$ cat src/rtl/wpc_pkg.sv
package wpc_pkg;
    localparam int unsigned BYTE_W    = 8;
    localparam int unsigned CNT_W     = $clog2(2 * BYTE_W + 2);
    localparam int unsigned IDX_W     = $clog2(BYTE_W);
    localparam int unsigned BIT_PEN   = 7;
    localparam int unsigned BIT_BP_HI = 3;
    localparam int unsigned BIT_BP_LO = 2;

    typedef enum logic [BYTE_W-1:0] {
        OP_WRSR = 8'h01,
        OP_WRDI = 8'h04,
        OP_RDSR = 8'h05,
        OP_WREN = 8'h06
    } opcode_e;

    typedef struct packed {
        logic       pen;
        logic [1:0] bp;
        logic       wel;
    } prot_state_t;

    function automatic logic [BYTE_W-1:0] status_pack(input prot_state_t s);
        return {s.pen, 1'b1, 2'b00, s.bp, s.wel, 1'b0};
    endfunction
endpackage

$ cat src/rtl/wpc_pin_sampler.sv
module wpc_pin_sampler (
    input  logic clk,
    input  logic rst_n,
    input  logic sck_in,
    input  logic cs_n_in,
    input  logic mosi_in,
    output logic sck_rise,
    output logic sck_fall,
    output logic cs_rise,
    output logic cs_low,
    output logic mosi_s
);
    typedef struct packed {
        logic sck;
        logic cs_n;
        logic mosi;
        logic sck_prev;
        logic cs_n_prev;
    } smp_t;

    smp_t smp_d, smp_q;

    always_comb begin
        smp_d           = smp_q;
        smp_d.sck       = sck_in;
        smp_d.cs_n      = cs_n_in;
        smp_d.mosi      = mosi_in;
        smp_d.sck_prev  = smp_q.sck;
        smp_d.cs_n_prev = smp_q.cs_n;
    end

    always_ff @(posedge clk or negedge rst_n) begin
        if (!rst_n) smp_q <= '{sck: 1'b0, cs_n: 1'b1, mosi: 1'b0, sck_prev: 1'b0, cs_n_prev: 1'b1};
        else        smp_q <= smp_d;
    end

    assign sck_rise = smp_q.sck & ~smp_q.sck_prev;
    assign sck_fall = ~smp_q.sck & smp_q.sck_prev;
    assign cs_rise  = smp_q.cs_n & ~smp_q.cs_n_prev;
    assign cs_low   = ~smp_q.cs_n;
    assign mosi_s   = smp_q.mosi;
endmodule

$ cat src/rtl/wpc_frame.sv
module wpc_frame
    import wpc_pkg::*;
(
    input  logic              clk,
    input  logic              rst_n,
    input  logic              sck_rise,
    input  logic              sck_fall,
    input  logic              cs_rise,
    input  logic              cs_low,
    input  logic              mosi_s,
    input  logic [BYTE_W-1:0] status_byte,
    output logic              done,
    output logic [CNT_W-1:0]  bit_cnt,
    output logic [BYTE_W-1:0] opcode,
    output logic [BYTE_W-1:0] data,
    output logic              miso
);
    localparam logic [CNT_W-1:0] CNT_SAT  = '1;
    localparam logic [CNT_W-1:0] CNT_OP   = CNT_W'(BYTE_W - 1);
    localparam logic [CNT_W-1:0] CNT_DATA = CNT_W'(2 * BYTE_W - 1);

    typedef struct packed {
        logic [CNT_W-1:0]  cnt;
        logic [BYTE_W-1:0] shreg;
        logic [BYTE_W-1:0] op;
        logic [BYTE_W-1:0] dat;
        logic              rd_act;
        logic [IDX_W-1:0]  tx_idx;
        logic              tx_bit;
    } frm_t;

    frm_t frm_d, frm_q;
    logic [BYTE_W-1:0] shifted;

    always_comb begin
        frm_d   = frm_q;
        shifted = {frm_q.shreg[BYTE_W-2:0], mosi_s};
        if (!cs_low) begin
            // Idle or end of frame: restart decoding, release the output.
            frm_d.cnt    = '0;
            frm_d.rd_act = 1'b0;
            frm_d.tx_idx = '0;
            frm_d.tx_bit = 1'b0;
        end else begin
            if (sck_rise) begin
                frm_d.shreg = shifted;
                if (frm_q.cnt != CNT_SAT) frm_d.cnt = frm_q.cnt + CNT_W'(1);
                if (frm_q.cnt == CNT_OP) begin
                    frm_d.op     = shifted;
                    frm_d.rd_act = (shifted == OP_RDSR);
                    frm_d.tx_idx = '0;
                end
                if (frm_q.cnt == CNT_DATA) frm_d.dat = shifted;
            end
            if (sck_fall && frm_q.rd_act) begin
                // Index counts up from the MSB; wraps so the byte repeats.
                frm_d.tx_bit = status_byte[~frm_q.tx_idx];
                frm_d.tx_idx = frm_q.tx_idx + IDX_W'(1);
            end
        end
    end

    always_ff @(posedge clk or negedge rst_n) begin
        if (!rst_n) frm_q <= '0;
        else        frm_q <= frm_d;
    end

    assign done    = cs_rise;
    assign bit_cnt = frm_q.cnt;
    assign opcode  = frm_q.op;
    assign data    = frm_q.dat;
    assign miso    = frm_q.tx_bit;
endmodule

$ cat src/rtl/wpc_prot_map.sv
module wpc_prot_map #(
    parameter int unsigned ADDR_W = 17
) (
    input  logic [1:0]        bp,
    input  logic [ADDR_W-1:0] addr,
    output logic              locked
);
    logic upper_half;
    logic upper_quarter;

    assign upper_half    = addr[ADDR_W-1];
    assign upper_quarter = &addr[ADDR_W-1:ADDR_W-2];

    always_comb begin
        unique case (bp)
            2'b00:   locked = 1'b0;
            2'b01:   locked = upper_quarter;
            2'b10:   locked = upper_half;
            default: locked = 1'b1;
        endcase
    end
endmodule

$ cat src/rtl/wpc_wp_ctrl.sv
module wpc_wp_ctrl
    import wpc_pkg::*;
#(
    parameter int unsigned ADDR_W = 17
) (
    input  logic              clk,
    input  logic              rst_n,
    input  logic              spi_sck,
    input  logic              spi_cs_n,
    input  logic              spi_mosi,
    output logic              spi_miso,
    input  logic              wp_n,
    input  logic [ADDR_W-1:0] wr_addr,
    output logic              status_wr_ok,
    output logic              mem_wr_ok
);
    localparam logic [CNT_W-1:0] LEN_CMD = CNT_W'(BYTE_W);
    localparam logic [CNT_W-1:0] LEN_WR  = CNT_W'(2 * BYTE_W);

    logic              sck_rise, sck_fall, cs_rise, cs_low, mosi_s;
    logic              frm_done;
    logic [CNT_W-1:0]  bit_cnt;
    logic [BYTE_W-1:0] opcode, data, status_byte;
    logic              locked, st_gate;

    prot_state_t st_d, st_q;

    wpc_pin_sampler i_sampler (
        .clk(clk), .rst_n(rst_n),
        .sck_in(spi_sck), .cs_n_in(spi_cs_n), .mosi_in(spi_mosi),
        .sck_rise(sck_rise), .sck_fall(sck_fall), .cs_rise(cs_rise),
        .cs_low(cs_low), .mosi_s(mosi_s)
    );

    wpc_frame i_frame (
        .clk(clk), .rst_n(rst_n),
        .sck_rise(sck_rise), .sck_fall(sck_fall), .cs_rise(cs_rise),
        .cs_low(cs_low), .mosi_s(mosi_s), .status_byte(status_byte),
        .done(frm_done), .bit_cnt(bit_cnt), .opcode(opcode), .data(data),
        .miso(spi_miso)
    );

    wpc_prot_map #(.ADDR_W(ADDR_W)) i_map (
        .bp(st_q.bp), .addr(wr_addr), .locked(locked)
    );

    assign status_byte = status_pack(st_q);
    assign st_gate     = ~(st_q.pen & ~wp_n);

    always_comb begin
        st_d = st_q;
        if (frm_done) begin
            if (bit_cnt == LEN_CMD && opcode == OP_WREN) st_d.wel = 1'b1;
            if (bit_cnt == LEN_CMD && opcode == OP_WRDI) st_d.wel = 1'b0;
            if (bit_cnt == LEN_WR && opcode == OP_WRSR) begin
                st_d.wel = 1'b0;
                if (st_q.wel && st_gate) begin
                    st_d.pen = data[BIT_PEN];
                    st_d.bp  = data[BIT_BP_HI:BIT_BP_LO];
                end
            end
        end
    end

    always_ff @(posedge clk or negedge rst_n) begin
        if (!rst_n) st_q <= '0;
        else        st_q <= st_d;
    end

    assign status_wr_ok = st_q.wel & st_gate;
    assign mem_wr_ok    = st_q.wel & ~locked;
endmodule

$ cat config.mk
export PLATFORM = sky130hd
export DESIGN_NAME = wpc_wp_ctrl
export DESIGN_NICKNAME = d
export VERILOG_FILES = /design/src/rtl/wpc_pkg.sv /design/src/rtl/wpc_pin_sampler.sv /design/src/rtl/wpc_frame.sv /design/src/rtl/wpc_prot_map.sv /design/src/rtl/wpc_wp_ctrl.sv
export SDC_FILE = /design/constraint.sdc
export NUM_CORES = 1
export LEC_CHECK = 0
export BUFFER_PORTS_ARGS = -buffer_cell sky130_fd_sc_hd__buf_2
export CAP_MARGIN = 5
export CELL_PAD_IN_SITES_DETAIL_PLACEMENT = 1
export CELL_PAD_IN_SITES_GLOBAL_PLACEMENT = 2
export CORE_MARGIN = 3
export CORE_UTILIZATION = 35
export CTS_BUF_LIST = sky130_fd_sc_hd__clkbuf_4
export CTS_CLUSTER_SIZE = 30
export DETAILED_ROUTE_END_ITERATION = 7
export GPL_ROUTABILITY_DRIVEN = 0
export PLACE_DENSITY_LB_ADDON = 0.1
export SYNTH_ARGS = -nofsm -noshare
export SYNTH_HDL_FRONTEND = slang
export SYNTH_SLANG_ARGS = --single-unit
$ cat constraint.sdc
create_clock -name clk -period 1.85 [get_ports clk]
set_input_delay 0.185 -clock clk [delete_from_list [all_inputs] [get_ports clk]]
set_output_delay 0.185 -clock clk [all_outputs]
set_load 0.01 [all_outputs]
Word level (Yosys, flattened, before mapping)
Cells that the tools add are included.
{ "totals": {"regBits": 43, "input_bits": 23, "output_inout_bits": 3, "word_cells": 79} }
{ "classes": {"addsub": 2, "order_cmp": 1, "n_eq_ne": 11, "muxes": 14, "bitwise": 14, "n_reduce_logical": 22} }
{ "op_table": {"columns": ["op", "n"], "rows": [
  ["two-way mux 33 bit", 1],
  ["equality test 8 x 3 -> 1 bit (second input constant)", 3],
  ["two-way mux 8 bit", 2],
  ["two-way mux 5 bit", 3],
  ["AND reduction 2 bit", 6],
  ["equality test 5 x 4 -> 1 bit (second input constant)", 2],
  ["AND reduction 3 bit", 3],
  ["nonzero test 3 bit", 3],
  ["equality test 8 x 1 -> 1 bit (second input constant)", 1],
  ["two-way mux 4 bit", 2],
  ["nonzero test 2 bit", 4],
  ["NOT 1 bit", 7],
  ["AND 1 bit", 6],
  ["adder 5 x 1 -> 5 bit (second input constant)", 1],
  ["equality test 5 x 3 -> 1 bit (second input constant)", 1],
  ["equality test 5 bit (second input constant)", 1],
  ["logical AND 1 bit", 5],
  ["!= test 5 bit (second input constant)", 1],
  ["< comparator 3 x 4 -> 1 bit (second input constant)", 1],
  ["two-way mux 1 bit", 4],
  ["adder 3 x 1 -> 3 bit (second input constant)", 1],
  ["binary-select mux 1 bit (select 3 bit)", 1],
  ["NOT 3 bit", 1],
  ["case mux 1 bit (3 select lines)", 1],
  ["other kinds (3)", 3]
]} }

Depth between registers and ports, before layout
Gate-level depths: netlist of the first run.
{ "depth": {"word_depth": 5, "mapped_depth": 7, "mapped_depth_nobuf": 7} }

Hierarchy
From an unflattened synthesis of the first run, not the netlist that was laid out.
{ "unflattened": {"cells_unflattened": 167, "hier_area_um2": 2045.7} }
{ "modules_own_cells": {"columns": ["mod", "instances", "cells_each", "area_per_inst_um2", "seq_area_each_um2"], "rows": [
  ["wpc_frame", 1, 130, 1622.8, 825.8],
  ["wpc_wp_ctrl", 1, 25, 256.5, 100.1],
  ["wpc_pin_sampler", 1, 9, 152.6, 127.6],
  ["wpc_prot_map", 1, 3, 13.8, 0.0]
]} }

Worst setup path before layout of the first run
Ideal clock, no wire load.
{ "synth_timing": {"path_type": "register -> register", "from": "register i_frame.frm_q (netlist bit i_frame.opcode[1])", "to": "register st_q[1] (netlist name)", "setup_time_ns": 0.125, "t_arrival_ns": 1.902, "required_ns": 1.725, "setup_slack_ns": -0.177, "path_stages_with_launch": 5, "path_buffers": 0, "synth_period_minus_slack_ns": 2.027, "path_cell_list": "dfrtp_1 or4b_1 or3_4 a2111oi_4 mux2_2"} }
{ "synth_between": {"elab_chain_cells": 3} }
{ "synth_rtl": {"columns": ["element", "line", "text"], "rows": [
  ["start: declaration", "wpc_frame.sv:32", "frm_t frm_d, frm_q;"],
  ["start signal: assignment", "wpc_frame.sv:65", "else frm_q <= frm_d;"],
  ["equality test 8 x 1 -> 1 bit", "wpc_wp_ctrl.sv:55", "if (bit_cnt == LEN_WR && opcode == OP_WRSR) begin"],
  ["logical AND 1 bit", "wpc_wp_ctrl.sv:55", null],
  ["AND reduction 3 bit (no line)", null, null],
  ["end signal: assignment", "wpc_wp_ctrl.sv:67", "else st_q <= st_d;"],
  ["end: declaration", "wpc_wp_ctrl.sv:26", "prot_state_t st_d, st_q;"]
]} }
Every way passes these cells.
A chain may end at the register's enable or synchronous reset.

Worst setup path in the final report of the first run
{ "layout_timing": {"from": "register i_frame.frm_q (netlist bit i_frame.opcode[1])", "to": "register st_q[2] (netlist name)"} }
Same word-level chain as after synthesis.

==> results of run 1 <==
==> metal layers <==
layer	vias up	global-route usage	routed length (um)
met5	-	0	0
met4	0	0.0553	59
met3	6	0.0419	114
met2	14	0.235	1700
met1	564	0.175	1540
li1	551	-	-
==> sequential cells by signal, indices dropped and copies added, names as in the netlist <==
signal,cells
i_sampler.smp_d,2
i_frame.bit_cnt,5
i_frame.opcode,8
i_frame.data,3
i_frame.frm_q,11
i_sampler.mosi_s,1
st_q,4
i_sampler.smp_q,2
i_frame.miso,1
==> cells in the mapped netlist <==
| cell type | instances | share of area |
|---|---|---|
| or4b_1 | 1 | 0.0061 |
| inv_1 | 6 | 0.014 |
| dfrtp_1 | 35 | 0.54 |
| or3_4 | 1 | 0.0069 |
| clkbuf_1 | 2 | 0.0046 |
| o22ai_1 | 1 | 0.0038 |
| ha_1 | 5 | 0.038 |
| xor2_1 | 2 | 0.011 |
| and3b_1 | 1 | 0.0054 |
| nor4b_1 | 2 | 0.011 |
| mux2_2 | 22 | 0.15 |
| nand2_1 | 10 | 0.023 |
| nand2b_1 | 1 | 0.0038 |
| nor2_1 | 7 | 0.016 |
| nor3_1 | 1 | 0.0031 |
| a311oi_1 | 1 | 0.0054 |
| o21ai_0 | 2 | 0.0061 |
| and3_1 | 2 | 0.0077 |
| or2_2 | 1 | 0.0038 |
| a21oi_1 | 8 | 0.025 |
| nor3b_1 | 1 | 0.0046 |
| dfstp_2 | 2 | 0.032 |
| nand4_1 | 2 | 0.0077 |
| or4_1 | 1 | 0.0046 |
| nor2_2 | 1 | 0.0038 |
| xnor2_1 | 1 | 0.0054 |
| nand3b_1 | 2 | 0.0092 |
| nor4bb_1 | 1 | 0.0061 |
| o21bai_1 | 1 | 0.0046 |
| a2111oi_4 | 1 | 0.017 |
| a211oi_1 | 1 | 0.0046 |
| nand3_1 | 5 | 0.015 |
| nor4_1 | 1 | 0.0038 |
==> cells by family (layout without fill, tap and decap cells) <==
kind of cell	count (synthesis)	count (layout)	share of synthesized area
AOI/OAI and AO/OA	15	15	0.0659
xor gates and xnor gates	3	3	0.0161
adders and majority gates	5	5	0.0383
buffers and inverters	8	50	0.0184
DFF	37	37	0.568
muxes	22	22	0.152
and+or+nand+nor	41	41	0.142
==> timing repair <==
item,4_1_cts,5_1_grt
hold endpoints to repair,38,0
setup buffers,1,2
gates resized for setup,7,3
endpoints found under the setup margin,16,16
pin swaps,4,3
hold buffers,4,0
==> cell type report <==
type                    instances  area [sq um]  share of cell area
clock buffers                   5          37.5              0.0180
clock inverters                 3          12.5             0.00601
inverters                       6          22.5              0.0108
multi-input cells              86           739               0.355
flip-flops and latches         37           928               0.446
well taps                      52          65.1              0.0313
repair buffers                 36           275               0.132
==> final timing paths <==
kind,depth (start not counted),end,slack [ns],start
max in group asynchronous,2,i_frame.frm_q[27]$_DFFE_PN0P_,0.86,rst_n
setup / recovery,4,st_q[2]$_DFFE_PN0P_,-0.23,i_frame.opcode[1]$_DFFE_PN0P_
hold reg to reg,1,i_sampler.smp_q[1]$_DFF_PN0_,0.51,i_sampler.smp_d[1]$_DFF_PN0_
setup reg to reg,4,st_q[2]$_DFFE_PN0P_,-0.23,i_frame.opcode[1]$_DFFE_PN0P_
min in group asynchronous,2,st_q[2]$_DFFE_PN0P_,0.48,rst_n
hold / removal,4,st_q[1]$_DFFE_PN0P_,0.38,wp_n
==> power breakdown <==
| group | internal (mW) | total, mW | leakage, nW | switching (mW) |
|---|---|---|---|---|
| logic | 0.104 | 0.182 | 0.434 | 0.0781 |
| clock network | 0.137 | 0.387 | 0.0300 | 0.250 |
| registers | 0.883 | 0.958 | 0.490 | 0.0755 |
| total | 1.12 | 1.53 | 0.954 | 0.404 |
==> through the flow <==
step | power [mW] | std cells
global route | 1.64 | 225
finish | 1.53 | 225
CTS | 1.55 | 223
floorplan | 1.05 | 131
detailed placement | 1.14 | 210
global placement | 1.13 | 210
==> worst max-delay path: stages, from the launching register on <==
cell and delay [ns]:
dfrtp_1 0.40, or4b_1 0.53, or3_4 0.36, a2111oi_4 0.30
mux2_2 0.38
==> impl_metrics.tcl, run 1 <==
set metrics [dict create \
    status "finished, violations left" \
    post-route-util 0.468 \
    layout_common_cells "35 x dfrtp_1, 21 x mux2_2, 19 x buf_4" \
    hold_path.class "in -> reg" \
    wl_per_cell_um 15.2 \
    clk_path_buf_depth 2 \
    ys_seq_area_frac 0.568 \
    insertion_delay_ns 0.33 \
    pre_cts_ws_ns -0.210 \
    path_clk_slew_ns 0.10 \
    relSlewSlack 0.457 \
    drtAntennaViolNets 0 \
    synth_cell_type_count 33 \
    dr.pass1.iters 4 \
    whs_ns 0.375 \
    ir_drop_mv 0.425 \
    port_buffers 10 \
    final.setup.tns_ns -0.672 \
    skew_ns 0.00925 \
    die_x_um 74.3 \
    hold_viol_final 0 \
    routed_wl_um 3410 \
    crit_fanout 3 \
    die_y_um 74.3 \
    routed_via_density 5.04 \
    drtIter0Drc 75 \
    dieArea_sq_um 5520 \
    dpl-instance-area_sq_um 1900 \
    violations "setup timing" \
    pwr_density_cell_nw_per_um2 734 \
    hpwlAfterDp_um 2500 \
    max_clock_freq_ghz 0.481 \
    coreArea_sq_um 4440 \
    syn_nets 159 \
    ys_ff_latch 37 \
    cts_tree "done" \
    start_util 0.368 \
    fin_crit_ns 2.08 \
    pin_count 26 \
    cts-root-buf "clkbuf_4" \
    num_rows 24 \
    num_antenna_cells 0 \
    grt_max_degree 38 \
    end_kind "flip-flop" \
    final_cell_area_sq_um 2080 \
    slew_viol_final 0 \
    synth_area_sq_um 1630 \
    rsz0062_at_grt "yes" \
    syn_to_final_growth_pct 27.3 \
    grt_pass1_wl_um 5820 \
    start_kind "flip-flop" \
    grt_pass1_vias 1244 \
    syn_avg_cell_area_sq_um 12.5 \
    grt_usage 0.142 \
    cts_inserted_buffers 5 \
    maxCapViolCount 0 \
    max_slew.worst_pin.slew_ns 0.815 \
    synthCells 131 \
    grt.overflow.total 0 \
    fin_nets 200 \
    p_leak_nw 0.954 \
    antenna_found_initial 0 \
    setup_ws_ns -0.227 \
    crit_required_ns 2.08 \
    timing.final.crit_share 1.12 \
    arrival_ns 2.31 \
    mostFrequentLayoutCell "dfrtp_1" \
    nFillCells 480 \
    drive_gt1_frac 0.422 \
    critPathKind "reg -> reg" \
    drc 0 \
    ys_warn_count 0 \
    vias 1135 \
    setup_violations 3 \
    ctsHtreeMaxLevel 2 \
    cts.sinks 37 \
]
(Power assumes the default switching activity.)
==> run 2, diff against run 1 <==
--- a/config.mk
+++ b/config.mk
@@ -11,7 +11,7 @@
 export CELL_PAD_IN_SITES_GLOBAL_PLACEMENT = 2
 export CORE_MARGIN = 3
 export CORE_UTILIZATION = 35
-export CTS_BUF_LIST = sky130_fd_sc_hd__clkbuf_4
+export CTS_BUF_LIST = sky130_fd_sc_hd__clkbuf_4 sky130_fd_sc_hd__clkbuf_8
 export CTS_CLUSTER_SIZE = 30
 export DETAILED_ROUTE_END_ITERATION = 7
 export GPL_ROUTABILITY_DRIVEN = 0
==> impl_metrics.tcl, run 2 (same netlist as run 1, synthesis figures left out) <==
set metrics [dict create \
    status "finished, violations left" \
    violations "hold timing, setup timing" \
    port_buffers 10 \
    dieArea_sq_um 5520 \
    crit_chain "or4b_1 -> or3_4 -> a2111oi_4 -> mux2_2" \
    drtAntennaViolNets 0 \
    slew_viol_final 0 \
    grt_max_degree 38 \
    cts_tree "done" \
    timing.final.crit_share 1.12 \
    crit_fanout 3 \
    post-route-util 0.484 \
    top_usage_layer "met2" \
    mostFrequentLayoutCell "dfrtp_1" \
    worstSetupStartpoint "i_frame.opcode[1]$_DFFE_PN0P_" \
    hold_viol_final 35 \
    routed_via_density 5.01 \
    ctsHtreeMaxLevel 2 \
    cts_inserted_buffers 5 \
    crit_path_top_delay_cell "or4b_1" \
    die_x_um 74.3 \
    dpl-instance-area_sq_um 1900 \
    timing.rr.start "i_frame.opcode[1]$_DFFE_PN0P_" \
    grt.overflow.total 0 \
    num_antenna_cells 0 \
    antenna_found_initial 0 \
    met2_usage 0.228 \
    grt_pass1_wl_um 5680 \
    regMostFlops "i_frame.frm_q" \
    wl_per_cell_um 15.2 \
    fin_nets 199 \
    grt_pass1_vias 1229 \
    max_clock_freq_ghz 0.483 \
    die_y_um 74.3 \
    r2r_cells 4 \
    dp_cells 210 \
    fin_crit_ns 2.07 \
    final_cell_area_sq_um 2150 \
    totalPowerFinal_mw 1.75 \
    num_rows 24 \
    hold_path.class "in -> async" \
    relSlewSlack 0.470 \
    cp.depth 4 \
    pwr_density_cell_nw_per_um2 813 \
    start_kind "flip-flop" \
    pre_cts_ws_ns -0.210 \
    crit_path_end "st_q[2]$_DFFE_PN0P_" \
    groute.layer.met1.usage 0.173 \
    crit_buf_inv 0 \
    drc 0 \
    comb_power_share 0.104 \
    p_switching_mw 0.425 \
    clk_path_buf_depth 2 \
    routed_wl_um 3410 \
    skew_ns 0.00440 \
    critPathMaxStageDelay_ns 0.53 \
    grt_usage 0.138 \
    path_clk_slew_ns 0.07 \
    ir_drop_mv 0.447 \
    power.internal_mw 1.32 \
    final.setup.tns_ns -0.650 \
    end_kind "flip-flop" \
    p_leak_nw 0.980 \
    setup_violations 3 \
    max_slew.worst_pin.slew_ns 0.795 \
    met3_usage 0.0338 \
    drive_gt1_frac 0.436 \
    whs_ns -0.0110 \
    setup_ws_ns -0.219 \
    clkPwrFrac 0.345 \
    start_util 0.368 \
    vias 1123 \
    syn_to_final_growth_pct 31.7 \
    pin_count 26 \
    maxCapViolCount 0 \
    final_cells 224 \
    insertion_delay_ns 0.28 \
    rsz0062_at_grt "yes" \
    critPathKind "reg -> reg" \
    layout_common_cells "35 x dfrtp_1, 18 x buf_4, 14 x mux2_2" \
    cts-root-buf "clkbuf_8" \
    cts.sinks 37 \
    swShare 0.243 \
    critPathTopFamily "simple AND/OR/NAND/NOR gates" \
    coreArea_sq_um 4440 \
    hpwlAfterDp_um 2500 \
    arrival_ns 2.24 \
    crit_required_ns 2.02 \
    dr.pass1.iters 4 \
    largest_register_ffs 11 \
    drtIter0Drc 57 \
    reg2reg_slack_ns -0.22 \
    r2r-end "st_q[2]$_DFFE_PN0P_" \
    p_seq_frac 0.551 \
]
## run 2: cell types whose count changed in the layout (fill, tap and decap cells not counted), sizes merged
cell         before  now
clkbuf            5    7
clkinv            3    1
dlygate4sd3       4    3
## run 2: worst min-delay path by stage
stage | end | cells after the start
final | st_q[2]$_DFFE_PN0P_ | 1
after global placement | i_sampler.smp_d[0]$_DFF_PN1_ | 1
after global routing | st_q[2]$_DFFE_PN0P_ | 1
after floorplan | i_frame.bit_cnt[0]$_DFFE_PN0P_ | 0
after CTS | i_frame.bit_cnt[4]$_DFFE_PN0P_ | 1
after detailed placement | i_sampler.mosi_s$_DFF_PN0_ | 1
## run 2: final cells by class
class                   count  area [sq um]
inverters                   6          22.5
flip-flops and latches     37           928
multi-input cells          86           766
repair buffers             35           269
clock buffers               7          96.3
clock inverters             1          5.00
well taps                  52          65.1
fillers                   468          2290
## run 2: routing by layer
layer,vias up,wire (um),part of all wire
li1,546,-,-
met1,558,1580,0.46
met2,15,1680,0.49
met3,4,109,0.032
met4,0,43,0.013
met5,-,0,0
## run 2: timing repair
action / in CTS / in global routing
endpoints found under the hold margin: 3 / 0
setup buffers: 1 / 2
pin swaps: 4 / 1
hold buffers: 3 / 0
setup endpoints to repair: 15 / 14
resized for setup: 7 / 11
## run 2: power by group through the flow
stage               sequential, mW  combinational (mW)  clock, mW
floorplan                    0.949              0.0962          0
global placement             0.969               0.161          0
detailed placement           0.975               0.167          0
CTS                          0.959               0.178      0.634
global route                 0.978               0.200      0.673
finish                       0.964               0.182      0.604
==> run 3, diff against run 2 <==
--- a/config.mk
+++ b/config.mk
@@ -9,6 +9,7 @@
 export CAP_MARGIN = 5
 export CELL_PAD_IN_SITES_DETAIL_PLACEMENT = 1
 export CELL_PAD_IN_SITES_GLOBAL_PLACEMENT = 2
+export CORE_ASPECT_RATIO = 0.6
 export CORE_MARGIN = 3
 export CORE_UTILIZATION = 35
 export CTS_BUF_LIST = sky130_fd_sc_hd__clkbuf_4 sky130_fd_sc_hd__clkbuf_8
==> impl_metrics.tcl, run 3 (same netlist as run 1, synthesis figures left out) <==
set metrics [dict create \
    status "finished, violations left" \
    violations "hold timing, setup timing" \
    grt_pass1_wl_um 6150 \
    r2r_cells 4 \
    clkPwrFrac 0.338 \
    syn_to_final_growth_pct 32.7 \
    arrival_ns 2.23 \
    die_x_um 94.2 \
    nFillCells 460 \
    grt_pass1_vias 1248 \
    relSlewSlack 0.441 \
    setup_ws_ns -0.208 \
    port_buffers 10 \
    grt.overflow.total 0 \
    fin_crit_ns 2.06 \
    crit_required_ns 2.03 \
    met2_usage 0.217 \
    start_util 0.380 \
    crit_fanout 3 \
    max_slew.worst_pin.slew_ns 0.838 \
    num_antenna_cells 0 \
    routed_wl_um 3820 \
    r2r-end "st_q[2]$_DFFE_PN0P_" \
    p_seq_frac 0.556 \
    path_clk_slew_ns 0.07 \
    top_usage_layer "met1" \
    grt_max_degree 38 \
    antenna_found_initial 0 \
    drive_gt1_frac 0.457 \
    rsz0062_at_grt "yes" \
    regMostFlops "i_frame.frm_q" \
    p_switching_mw 0.444 \
    reg2reg_slack_ns -0.21 \
    hpwlAfterDp_um 2680 \
    num_rows 18 \
    hold_viol_final 4 \
    drtIter0Drc 17 \
    slew_viol_final 0 \
    cts_tree "done" \
    skew_ns 0.00440 \
    final_cell_area_sq_um 2170 \
    insertion_delay_ns 0.29 \
    wl_per_cell_um 16.4 \
    max_clock_freq_ghz 0.486 \
    coreArea_sq_um 4300 \
    end_kind "flip-flop" \
    clk_path_buf_depth 2 \
    post-route-util 0.504 \
    critPathKind "reg -> reg" \
    dieArea_sq_um 5550 \
    dpl-instance-area_sq_um 1920 \
    cts_inserted_buffers 5 \
    met3_usage 0.0421 \
    layout_common_cells "35 x dfrtp_1, 20 x buf_4, 14 x mux2_2" \
    ir_drop_mv 0.283 \
    drtAntennaViolNets 0 \
    cts.sinks 37 \
    mostFrequentLayoutCell "dfrtp_1" \
    swShare 0.254 \
    hold_path.class "in -> async" \
    p_leak_nw 0.985 \
    vias 1138 \
    comb_power_share 0.107 \
    cts-root-buf "clkbuf_8" \
    whs_ns -0.00656 \
    grt_usage 0.151 \
    groute.layer.met1.usage 0.217 \
    start_kind "flip-flop" \
    pin_count 26 \
    largest_register_ffs 11 \
    ctsHtreeMaxLevel 2 \
    pre_cts_ws_ns -0.180 \
    fin_nets 200 \
    timing.final.crit_share 1.11 \
    routed_via_density 4.88 \
    maxCapViolCount 0 \
    die_y_um 58.9 \
    pwr_density_cell_nw_per_um2 806 \
    power.internal_mw 1.30 \
    setup_violations 3 \
    drc 0 \
    final.setup.tns_ns -0.611 \
    timing.rr.start "i_frame.opcode[1]$_DFFE_PN0P_" \
    dr.pass1.iters 4 \
]
-- run 3: worst max-delay path by stage --
| stage | cells after the start | endpoint | from | slack (ns) |
|---|---|---|---|---|
| floorplan | 4 | st_q[1]$_DFFE_PN0P_ | i_frame.opcode[1]$_DFFE_PN0P_ | -0.1 |
| global placement | 4 | st_q[3]$_DFFE_PN0P_ | i_frame.opcode[1]$_DFFE_PN0P_ | -0.17 |
| detailed placement | 4 | st_q[2]$_DFFE_PN0P_ | i_frame.opcode[1]$_DFFE_PN0P_ | -0.18 |
| CTS | 4 | st_q[2]$_DFFE_PN0P_ | i_frame.opcode[1]$_DFFE_PN0P_ | -0.21 |
| global route | 4 | st_q[2]$_DFFE_PN0P_ | i_frame.opcode[1]$_DFFE_PN0P_ | -0.27 |
| finish | 4 | st_q[2]$_DFFE_PN0P_ | i_frame.opcode[1]$_DFFE_PN0P_ | -0.21 |
-- run 3: per-layer routing --
| metal | share of wire | up-vias |
|---|---|---|
| met4 | 0.017 | 0 |
| met5 | 0 | - |
| met1 | 0.52 | 570 |
| met3 | 0.033 | 8 |
| li1 | - | 546 |
| met2 | 0.43 | 14 |
-- run 3: area by class of cell --
cell class                 count  area (sq um)  share of cell area
clock buffer                   8          91.3              0.0421
inverter                       6          22.5              0.0104
multi-input combinational     86           778               0.359
sequential                    37           928               0.428
tap                           60          75.1              0.0346
timing repair buffer          36           273               0.126
-- run 3: what timing repair did --
action | CTS | global route
buffers inserted | 1 | 3
pin swaps | 3 | 4
hold buffers | 3 | 0
endpoints found under the setup margin | 15 | 16
gates resized for setup | 4 | 16
endpoints found under the hold margin | 3 | 0
-- run 3: worst max-delay path, stage by stage, from the launching register on --
cell,delay [ns]
dfrtp_1,0.38
or4b_1,0.54
or3_4,0.36
a2111oi_4,0.29
mux2_2,0.38
-- run 3: power by group through the flow --
stage | clock network [mW] | logic, mW | registers (mW)
floorplan | 0 | 0.0962 | 0.949
global placement | 0 | 0.160 | 0.975
detailed placement | 0 | 0.168 | 0.979
CTS | 0.608 | 0.179 | 0.963
global route | 0.648 | 0.207 | 0.985
finish | 0.590 | 0.186 | 0.970
-- run 3: stage by stage --
stage	hold WS (ns)	instances	total power, mW
detailed placement	0.292	219	1.15
finish	-0.00656	233	1.75
global placement	0.291	219	1.14
global route	0.0668	233	1.84
floorplan	-0.111	131	1.05
CTS	0.0206	231	1.75
